$ cat src/rtl/bsi_pkg.sv
package bsi_pkg;
  localparam int unsigned CFG_BYTES = 10;
  localparam int unsigned LEN_W     = 64;

  typedef enum logic [1:0] {
    CMD_SETUP = 2'd0,
    CMD_OPEN  = 2'd1,
    CMD_BODY  = 2'd2,
    CMD_CLOSE = 2'd3
  } cmd_e;

  // setup accepted only when key length is within limit
  function automatic logic key_len_ok(input logic [7:0] klen, input int unsigned lim);
    return ({24'd0, klen} <= lim);
  endfunction

  // block position after one accepted byte, wrapping at the block size
  function automatic int unsigned next_pos(input int unsigned pos, input int unsigned nbytes);
    return (pos + 1 == nbytes) ? 0 : pos + 1;
  endfunction
endpackage

$ cat src/rtl/bsi_cfg_rx.sv
module bsi_cfg_rx
  import bsi_pkg::*;
#(
  parameter int unsigned KEY_MAX = 32
) (
  input  logic             clk,
  input  logic             rst_n,
  input  logic             take,
  input  logic [7:0]       byte_in,
  output logic [7:0]       key_len,
  output logic [7:0]       hash_len,
  output logic [LEN_W-1:0] msg_len,
  output logic             cfg_ok
);
  localparam int unsigned SR_W = CFG_BYTES * 8;
  localparam int unsigned CW   = $clog2(CFG_BYTES + 1);

  logic [SR_W-1:0] sr_q;
  logic [CW-1:0]   cnt_q;
  logic            full;

  assign full = (cnt_q == CW'(CFG_BYTES));

  // bytes enter at the top; after ten shifts byte 0 sits in the low lane
  always_ff @(posedge clk or negedge rst_n) begin
    if (!rst_n) begin
      sr_q  <= '0;
      cnt_q <= '0;
    end else if (take) begin
      sr_q  <= {byte_in, sr_q[SR_W-1:8]};
      cnt_q <= full ? CW'(1) : cnt_q + CW'(1);
    end
  end

  assign key_len  = sr_q[7:0];
  assign hash_len = sr_q[15:8];
  assign msg_len  = sr_q[SR_W-1:16];
  assign cfg_ok   = full && key_len_ok(key_len, KEY_MAX);

  a_r7_cfg_hold: assert property (@(posedge clk) disable iff (!rst_n)
    !take |=> $stable(cnt_q));
  a_r4_restart: assert property (@(posedge clk) disable iff (!rst_n)
    take && full |=> !cfg_ok);
endmodule

$ cat src/rtl/bsi_blk_rx.sv
module bsi_blk_rx
  import bsi_pkg::*;
#(
  parameter int unsigned BLK_BYTES = 64
) (
  input  logic                   clk,
  input  logic                   rst_n,
  input  logic                   take,
  input  logic [1:0]             cmd,
  input  logic [7:0]             byte_in,
  input  logic                   core_busy,
  output logic [BLK_BYTES*8-1:0] blk_data,
  output logic                   blk_first,
  output logic                   blk_last,
  output logic                   blk_ready,
  output logic                   blk_idle
);
  localparam int unsigned PW = $clog2(BLK_BYTES);

  logic [PW-1:0] pos_q;
  logic          pend_q, first_q, last_q;
  logic          wrap, hand;
  logic [7:0]    lane_q [BLK_BYTES];

  assign wrap = take && (pos_q == PW'(BLK_BYTES - 1));
  assign hand = pend_q && !core_busy;

  always_ff @(posedge clk or negedge rst_n) begin
    if (!rst_n) begin
      pos_q   <= '0;
      pend_q  <= 1'b0;
      first_q <= 1'b0;
      last_q  <= 1'b0;
    end else begin
      if (take) begin
        pos_q <= PW'(next_pos(int'(pos_q), BLK_BYTES));
        if (pos_q == '0) first_q <= (cmd == CMD_OPEN);
      end
      if (wrap) begin
        last_q <= (cmd == CMD_CLOSE);
        pend_q <= 1'b1;
      end else if (hand) begin
        pend_q <= 1'b0;
      end
    end
  end

  for (genvar i = 0; i < BLK_BYTES; i++) begin : g_lane
    always_ff @(posedge clk or negedge rst_n) begin
      if (!rst_n)                           lane_q[i] <= '0;
      else if (take && pos_q == PW'(i))     lane_q[i] <= byte_in;
    end
    assign blk_data[i*8 +: 8] = lane_q[i];
  end

  assign blk_first = first_q;
  assign blk_last  = last_q;
  assign blk_ready = pend_q;
  assign blk_idle  = (pos_q == '0) && !pend_q;

  a_r5_complete: assert property (@(posedge clk) disable iff (!rst_n)
    wrap |=> blk_ready);
  a_r8_hold_busy: assert property (@(posedge clk) disable iff (!rst_n)
    pend_q && core_busy |=> pend_q && $stable(blk_data));
  a_r8_release: assert property (@(posedge clk) disable iff (!rst_n)
    hand |=> !blk_ready);
  a_r7_pos_hold: assert property (@(posedge clk) disable iff (!rst_n)
    !take |=> $stable(pos_q));
  a_r10_no_take_pending: assert property (@(posedge clk) disable iff (!rst_n)
    pend_q |-> !take);
endmodule

$ cat src/rtl/bsi_rdy_dly.sv
module bsi_rdy_dly #(
  parameter int unsigned LAT = 2
) (
  input  logic clk,
  input  logic rst_n,
  input  logic d,
  output logic q
);
  logic [LAT-1:0] sh_q;

  if (LAT == 1) begin : g_one
    always_ff @(posedge clk or negedge rst_n) begin
      if (!rst_n) sh_q <= '0;
      else        sh_q <= d;
    end
  end else begin : g_chain
    always_ff @(posedge clk or negedge rst_n) begin
      if (!rst_n) sh_q <= '0;
      else        sh_q <= {sh_q[LAT-2:0], d};
    end
  end

  assign q = sh_q[LAT-1];
endmodule

$ cat src/rtl/bstream_ingress.sv
module bstream_ingress
  import bsi_pkg::*;
#(
  parameter int unsigned BLK_BYTES = 64,
  parameter int unsigned KEY_MAX   = 32,
  parameter int unsigned RDY_LAT   = 2
) (
  input  logic                   clk,
  input  logic                   rst_n,
  input  logic                   in_valid,
  input  logic [1:0]             in_cmd,
  input  logic [7:0]             in_data,
  input  logic                   core_busy,
  output logic                   host_ready,
  output logic                   cfg_valid,
  output logic [7:0]             cfg_key_len,
  output logic [7:0]             cfg_hash_len,
  output logic [LEN_W-1:0]       cfg_msg_len,
  output logic [BLK_BYTES*8-1:0] blk_data,
  output logic                   blk_first,
  output logic                   blk_last,
  output logic                   blk_ready
);
  logic cfg_ok, blk_idle, cfg_take, dat_take, rdy_int;

  // routing of each host byte; out-of-context bytes take neither path
  assign cfg_take = in_valid && (in_cmd == CMD_SETUP) && blk_idle;
  assign dat_take = in_valid && (in_cmd != CMD_SETUP) && cfg_ok && !blk_ready;
  assign rdy_int  = cfg_ok && blk_idle;

  bsi_cfg_rx #(.KEY_MAX(KEY_MAX)) cfg_i (
    .clk(clk), .rst_n(rst_n), .take(cfg_take), .byte_in(in_data),
    .key_len(cfg_key_len), .hash_len(cfg_hash_len), .msg_len(cfg_msg_len),
    .cfg_ok(cfg_ok)
  );

  bsi_blk_rx #(.BLK_BYTES(BLK_BYTES)) blk_i (
    .clk(clk), .rst_n(rst_n), .take(dat_take), .cmd(in_cmd), .byte_in(in_data),
    .core_busy(core_busy), .blk_data(blk_data), .blk_first(blk_first),
    .blk_last(blk_last), .blk_ready(blk_ready), .blk_idle(blk_idle)
  );

  bsi_rdy_dly #(.LAT(RDY_LAT)) rdy_i (
    .clk(clk), .rst_n(rst_n), .d(rdy_int), .q(host_ready)
  );

  assign cfg_valid = cfg_ok;

  if (RDY_LAT == 2) begin : g_lat_chk
    a_r9_ready_lat: assert property (@(posedge clk) disable iff (!rst_n)
      host_ready == $past(rdy_int, 2));
  end

  a_r9_fall_on_open: assert property (@(posedge clk) disable iff (!rst_n)
    dat_take && blk_idle |=> !rdy_int);
  a_r10_cfg_frozen: assert property (@(posedge clk) disable iff (!rst_n)
    !blk_idle |=> $stable(cfg_ok));
endmodule

$ cat config.mk
export PLATFORM = sky130hd
export DESIGN_NAME = bstream_ingress
export DESIGN_NICKNAME = d
export VERILOG_FILES = /design/src/rtl/bsi_pkg.sv /design/src/rtl/bsi_cfg_rx.sv /design/src/rtl/bsi_blk_rx.sv /design/src/rtl/bsi_rdy_dly.sv /design/src/rtl/bstream_ingress.sv
export SDC_FILE = /design/constraint.sdc
export NUM_CORES = 1
export LEC_CHECK = 0
export BUFFER_PORTS_ARGS = -buffer_cell sky130_fd_sc_hd__clkbuf_2
export CAP_MARGIN = 40
export CORE_MARGIN = 1
export CORE_UTILIZATION = 40
export DETAILED_ROUTE_END_ITERATION = 6
export PLACE_DENSITY_LB_ADDON = 0.2
export SYNTH_ARGS = -nofsm -noshare
export SYNTH_HDL_FRONTEND = slang
export SYNTH_SLANG_ARGS = --single-unit
$ cat constraint.sdc
create_clock -name clk -period 3.35 [get_ports clk]
set_input_delay 0.1675 -clock clk [delete_from_list [all_inputs] [get_ports clk]]
set_output_delay 0.1675 -clock clk [all_outputs]
set_load 0.05 [all_outputs]
==> flow_metrics.tcl, run 1 <==
set metrics [dict create \
    detail_route.vias_per_cell 5.089 \
    htreeDepth 3 \
    drv_slew 0 \
    p_int_mw 12.00 \
    ys.flop_type "dfrtp_1" \
    syn_avg_cell_area_um2 16.41 \
    cts-resized-gates 0 \
    grt_util_all_layers_pct 23.68 \
    io_buffers 610 \
    p_per_area_nw_per_um2 501.8 \
    crit_buf_inv 2 \
    vdd_ir_drop_max_mv 0.4642 \
    syn_inst 1454 \
    cts_hold_buf 8 \
    path_clk_slew_ns 0.07 \
    syn-num-nets 1473 \
    power.leakage_nw 17.04 \
    regArea_um2 15190 \
    grt_max_degree 122 \
    core-area_um2 59020 \
    multi_input_area_um2 8289 \
    antenna_cells 0 \
    required_ns 3.18 \
    syn_area_um2 23870 \
    fin_setup_tns_ns 0 \
    path_cells "or3_4 -> o31ai_4 -> buf_4 -> and3_2 -> clkbuf_2" \
    cp_slowest_cell "o31ai_4" \
    worst_pin_slew_ns 0.8644 \
    power_switching_mw 3.319 \
    placed_cell_area_um2 28140 \
    route.detailed.drc 0 \
    seq_area_frac_synth_pct 63.65 \
    routabilityCongestion 0.7895 \
    num-fill-cells 5071 \
    numCtsBuffers 67 \
    synth-seq-cells 607 \
    whs_ns 0.06703 \
    routed_wl_um 72000 \
    clock_skew_ns 0.02167 \
    clkLatencyLatePin_ns 0.60 \
    synth_cell_types 48 \
    slew_headroom_pct 42.38 \
    design_area_um2 30520 \
    power_mw 15.32 \
    finalSetupViolCount 0 \
    cts_num_sinks 607 \
    power_switching_share_pct 21.67 \
    cts_tree "yes" \
    worstPathArrival_ns 2.80 \
    seqPwrFrac_pct 47.9 \
    cp_max_fo 14 \
    num_vias 14895 \
    synth_edf_count 0 \
    critPathKind "reg -> out" \
    io_pins 611 \
    fp-row-count 89 \
    grt_pass1_wl_um 105700 \
    die_h_um 246.3 \
    cts_setup_buffers 0 \
    hpwl_um 50510 \
    comb_power_share_pct 2.4 \
    maxCapViolCount 0 \
    grt_pass1_vias 15568 \
    final_nets 2125 \
    outcome "completed" \
    synthArstFlopShare_pct 100.0 \
    cp-end-kind "primary output" \
    cts.path.max_buffers 3 \
    die_width_um 246.3 \
    area_growth_pct 27.90 \
    critical_path.top_delay_family "simple AND/OR/NAND/NOR gates" \
    fin_crit_ns 2.965 \
    antenna_found_initial 2 \
    dr.pass1.iters 4 \
    clkPwrFrac_pct 49.7 \
    yosys_warnings 0 \
    postRouteAntennaNets 0 \
    start_kind "flip-flop" \
    wl_per_cell_um 24.60 \
    final_hold_viol_count 0 \
    post-route-period-util_pct 88.52 \
    rsz0062_at_grt "false" \
    drt_iter0_drc 585 \
    overflow 0 \
    drive_gt1_share_pct 66.30 \
    final_util_pct 51.72 \
    slowest_delay_ns 0.62 \
    dieArea_um2 60640 \
    clock.fmax_mhz 337.2 \
    cts_root_buf "clkbuf_16" \
    min_path_type "in -> reg" \
    initial_core_util_pct 40.44 \
]
==> sequential cells by signal, summed over array words and instances, names as in the netlist <==
signal / flops
blk_i.blk_data: 512
blk_i.blk_last: 1
cfg_i.cnt_q: 4
blk_i.blk_first: 1
blk_i.pos_q: 6
cfg_i.sr_q: 80
blk_i.blk_ready: 1
rdy_i.sh_q: 2
==> worst paths after layout <==
kind                                       startpoint                         endpoint  slack (ns)  depth (start not counted)
min in group asynchronous                       rst_n  blk_i.blk_data[170]$_DFFE_PN0P_        0.08                          2
max in group asynchronous                       rst_n    blk_i.blk_data[6]$_DFFE_PN0P_        2.06                          3
max                         cfg_i.sr_q[0]$_DFFE_PN0P_                        cfg_valid        0.38                          5
min reg2reg                   rdy_i.sh_q[0]$_DFF_PN0_          rdy_i.sh_q[1]$_DFF_PN0_        0.36                          0
min                                        in_data[3]  blk_i.blk_data[299]$_DFFE_PN0P_        0.07                          2
max reg2reg                blk_i.pos_q[2]$_DFFE_PN0P_   blk_i.blk_data[35]$_DFFE_PN0P_        0.48                          4
==> metal layers <==
layer / part of all wire, % / vias to the layer above / track usage [%] / wire length, um
met5: 0 / - / 0 / 0
met4: 3.6 / 0 / 9.804 / 2577
met3: 6.9 / 123 / 6.078 / 4952
met2: 49 / 481 / 38.81 / 35150
met1: 41 / 7791 / 29.72 / 29320
li1: - / 6500 / - / -
==> placed cells by master, fill, tap and decap left out, types with 10 or more instances in the layout <==
| cell | n |
|---|---|
| clkbuf_2 | 609 |
| nor4_4 | 15 |
| dfrtp_1 | 607 |
| clkbuf_8 | 16 |
| clkbuf_16 | 69 |
| mux2_2 | 584 |
| nand4_1 | 12 |
| nand4_2 | 19 |
| nand2_1 | 14 |
| buf_4 | 41 |
| buf_12 | 11 |
| nor3_4 | 10 |
==> cells by family after synthesis <==
kind of cell	share of synthesized area [%]
flip-flops	63.65
multiplexers	28.19
AND/OR/NAND/NOR	5.584
buffers and inverters	1.725
AO/OA/AOI/OAI	0.3355
XOR/XNOR	0.2569
adder cells (fa/ha/maj)	0.2621
==> cell type report <==
cell class / instances / area share (%)
flip-flops and latches: 607 / 49.76
multi-input cells: 752 / 27.16
well taps: 773 / 3.169
clock buffers: 93 / 6.476
repair buffers: 673 / 12.30
inverters: 5 / 0.06149
clock inverters: 24 / 1.078
==> stage by stage <==
step           worst slack [ns]  cells
6_report                 0.3846   2927
5_1_grt                  0.1021   2927
4_1_cts                  0.3427   2927
3_5_place_dp             0.3673   2802
3_3_place_gp             0.2469   2794
2_1_floorplan            0.7733   1454
==> synthesized netlist by cell type, drive strengths merged, types with 2 or more instances <==
| cell type | count | area, um^2 |
|---|---|---|
| nand3 | 9 | 45.04 |
| ha | 5 | 62.56 |
| dfrtp | 607 | 15190 |
| o31ai | 3 | 22.52 |
| xnor2 | 4 | 35.03 |
| nor2b | 6 | 37.54 |
| inv | 5 | 18.77 |
| nor4b | 2 | 47.55 |
| mux2 | 593 | 6708 |
| clkbuf | 70 | 262.8 |
| nand4 | 31 | 312.8 |
| or3 | 2 | 17.52 |
| and2 | 9 | 56.30 |
| mux2i | 2 | 20.02 |
| nand2 | 15 | 58.81 |
| xor2 | 3 | 26.28 |
| o21ai | 5 | 25.02 |
| buf | 20 | 130.1 |
| and3 | 6 | 38.79 |
| nand3b | 3 | 35.03 |
| nor2 | 5 | 18.77 |
| nor3 | 17 | 212.7 |
| nor3b | 6 | 70.07 |
| nor4 | 17 | 331.6 |
==> power by group through the flow <==
| stage | clock network [mW] | registers (mW) | logic (mW) |
|---|---|---|---|
| 6_report | 7.61 | 7.33 | 0.373 |
| 5_1_grt | 8.08 | 7.33 | 0.415 |
| 2_1_floorplan | 0 | 7.47 | 0.0868 |
| 4_1_cts | 7.80 | 7.33 | 0.387 |
| 3_3_place_gp | 0 | 7.47 | 0.357 |
| 3_5_place_dp | 0 | 7.47 | 0.379 |
Note: power is estimated with default switching activity, not from simulation.
==> run 2: changes to the inputs <==
--- a/config.mk
+++ b/config.mk
@@ -13,4 +13,5 @@
 export PLACE_DENSITY_LB_ADDON = 0.2
 export SYNTH_ARGS = -nofsm -noshare
 export SYNTH_HDL_FRONTEND = slang
+export SYNTH_HIERARCHICAL = 1
 export SYNTH_SLANG_ARGS = --single-unit
==> run 2 against run 1 <==
  * Worst setup slack got worse by 0.26 ns
  * Power rose by 0.14%
  * Utilization rose by 1.1 points
  * Non-clock buffer count rose by 23
  * Combinational power rose by 2%
==> flow_metrics.tcl, run 2 <==
set metrics [dict create \
    outcome "completed" \
    grt_pass1_wl_um 105700 \
    cp_slowest_cell "or4_1" \
    dp.cells 2780 \
    final_cell_mix "clkbuf_2 (608), dfrtp_1 (607), mux2_2 (593), clkbuf_16 (71), buf_4 (56)" \
    final_nets 2121 \
    fin_crit_ns 3.223 \
    io_pins 611 \
    grt_util_all_layers_pct 24.07 \
    synth_most_common_cell "dfrtp_1" \
    seq_area_frac_synth_pct 65.36 \
    wl_per_cell_um 24.33 \
    maxCapViolCount 0 \
    die_h_um 243.0 \
    rsz0062_at_grt "false" \
    yosys_warnings 6 \
    route.detailed.drc 0 \
    final_cells 2905 \
    pre_cts_slack_ns 0.01800 \
    fin_setup_tns_ns 0 \
    power.leakage_nw 16.55 \
    slowest_delay_ns 0.53 \
    dieArea_um2 59060 \
    crit_buf_inv 2 \
    ys_top_cells_by_area "dfrtp_1 (65%), mux2_2 (29%), clkbuf_1 (0.97%)" \
    setup_slack_ns 0.1272 \
    ys.flop_type "dfrtp_1" \
    syn_area_um2 23240 \
    cp_max_fo 22 \
    critPathKind "reg -> reg" \
    core-area_um2 56930 \
    synth-seq-cells 607 \
    synth_edf_count 0 \
    path_cells "or4_1 -> o21ai_1 -> and3_2 -> nand2_1 -> nor3_2 -> buf_12 -> nor4bb_1 -> buf_4 -> nand2_1 -> mux2_2" \
    clock.fmax_mhz 310.3 \
    largest_reg_flops 512 \
    drv_slew 0 \
    cts_tree "yes" \
    start_kind "flip-flop" \
    path_clk_slew_ns 0.06 \
    htreeDepth 3 \
    grt_max_degree 97 \
    finalSetupViolCount 0 \
    num_vias 14647 \
    routabilityCongestion 0.7869 \
    worst_pin_slew_ns 0.8056 \
    cts_root_buf "clkbuf_16" \
    final_hold_viol_count 0 \
    cts.path.max_buffers 3 \
    detail_route.vias_per_cell 5.042 \
    initial_core_util_pct 40.82 \
    numCtsBuffers 67 \
    required_ns 3.82 \
    synthArstFlopShare_pct 100.0 \
    power_mw 15.34 \
    syn_avg_cell_area_um2 16.24 \
    worstPathArrival_ns 3.70 \
    post-route-period-util_pct 96.20 \
    antenna_cells 0 \
    fp-row-count 87 \
    clock_skew_ns 0.01857 \
    hpwl_um 49510 \
    cts_num_sinks 607 \
    final_util_pct 52.84 \
    cp-end-kind "flip-flop" \
    p_per_area_nw_per_um2 509.9 \
    layout_commonest_cell "clkbuf_2" \
    die_width_um 243.0 \
    drt_iter0_drc 550 \
    io_buffers 610 \
    routed_wl_um 70670 \
    vdd_ir_drop_max_mv 0.3056 \
    syn-num-nets 1449 \
    clkLatencyLatePin_ns 0.59 \
    cpMostUsedCell "nand2_1" \
    drive_gt1_share_pct 66.82 \
    postRouteAntennaNets 0 \
    min_path_type "in -> reg" \
    synth_top_cells_by_count "dfrtp_1 (607), mux2_2 (593), clkbuf_1 (60), nor2_2 (34), nand2_1 (22)" \
    synth_top_area_share_pct 65.36 \
    area_growth_pct 29.45 \
    antenna_found_initial 2 \
    critical_path.top_delay_family "simple AND/OR/NAND/NOR gates" \
    slew_headroom_pct 46.30 \
    yosys.area.top_type "dfrtp_1" \
    syn_inst 1431 \
    overflow 0 \
    synth_cell_types 38 \
    grt_pass1_vias 15610 \
    dr.pass1.iters 4 \
]
==> run 2: cell types whose count changed in the layout (fill, tap and decap cells not counted), sizes merged, moves of 8 or more <==
| cell | delta |
|---|---|
| and2 | -8 |
| buf | +23 |
| clkinv | -8 |
| nand2 | +8 |
| nand4 | -26 |
| nor2 | +33 |
| nor3 | -14 |
| nor4 | -17 |
==> run 2: worst paths after layout <==
kind / start / to / slack [ns] / cells after the start
worst max register to register: cfg_i/sr_q[1]$_DFFE_PN0P_ / blk_i/blk_data[270]$_DFFE_PN0P_ / 0.13 / 10
min in group asynchronous: rst_n / blk_i/blk_data[16]$_DFFE_PN0P_ / 0.19 / 2
worst min register to register: rdy_i/sh_q[0]$_DFF_PN0_ / rdy_i/sh_q[1]$_DFF_PN0_ / 0.36 / 0
worst max-delay path: cfg_i/sr_q[1]$_DFFE_PN0P_ / blk_i/blk_data[270]$_DFFE_PN0P_ / 0.13 / 10
max in group asynchronous: rst_n / blk_i/blk_data[301]$_DFFE_PN0P_ / 2.06 / 4
worst min-delay path: in_data[0] / blk_i/blk_data[376]$_DFFE_PN0P_ / 0.06 / 2
==> run 2: kinds of logic after synthesis <==
| family | after synthesis | share of synthesized area, % |
|---|---|---|
| fa+ha+maj | 4 | 0.2154 |
| simple gates | 116 | 3.317 |
| xor+xnor | 7 | 0.2638 |
| flops | 607 | 65.36 |
| buf+inv | 95 | 1.874 |
| mux | 593 | 28.74 |
| compound gates | 9 | 0.2315 |
==> run 2: stage by stage <==
step	cell area, um^2	hold slack (ns)
after floorplan	23240	-0.1281
after global placement	27520	0.2624
after detailed placement	27660	0.2679
after CTS	30060	0.03759
after global routing	30080	0.02513
final	30080	0.05922
==> run 2: metal layers <==
metal	wire, um	GRT usage, %	part of all wire (%)
met1	29320	30.67	41
met2	34440	39.32	49
met3	4984	6.866	7.1
met4	1907	8.102	2.7
met5	26	0	0.037
==> run 2: where the power goes <==
part	leakage, nW	internal [mW]	switching, mW
Sequential	8.48	7.33	0
Clock	1.13	4.71	2.91
Combinational	6.94	0.0758	0.303
==> run 2: timing repair <==
action | in CTS | in global routing
resized for setup | 1 | 4
cloned | 0 | 0
endpoints found under the setup margin | 3 | 34
setup buffers | 0 | 1
endpoints found under the hold margin | 90 | 0
hold buffers | 9 | 0
==> run 2: area by class of cell <==
cell class                      count  area [um^2]
Fill cell                        4819        26850
Sequential cell                   607        15190
Multi-Input combinational cell    729         7645
Timing Repair Buffer              696         3994
Clock buffer                      101         2069
Tap cell                          756        945.9
Clock inverter                     14        230.2
Inverter                            2        7.507
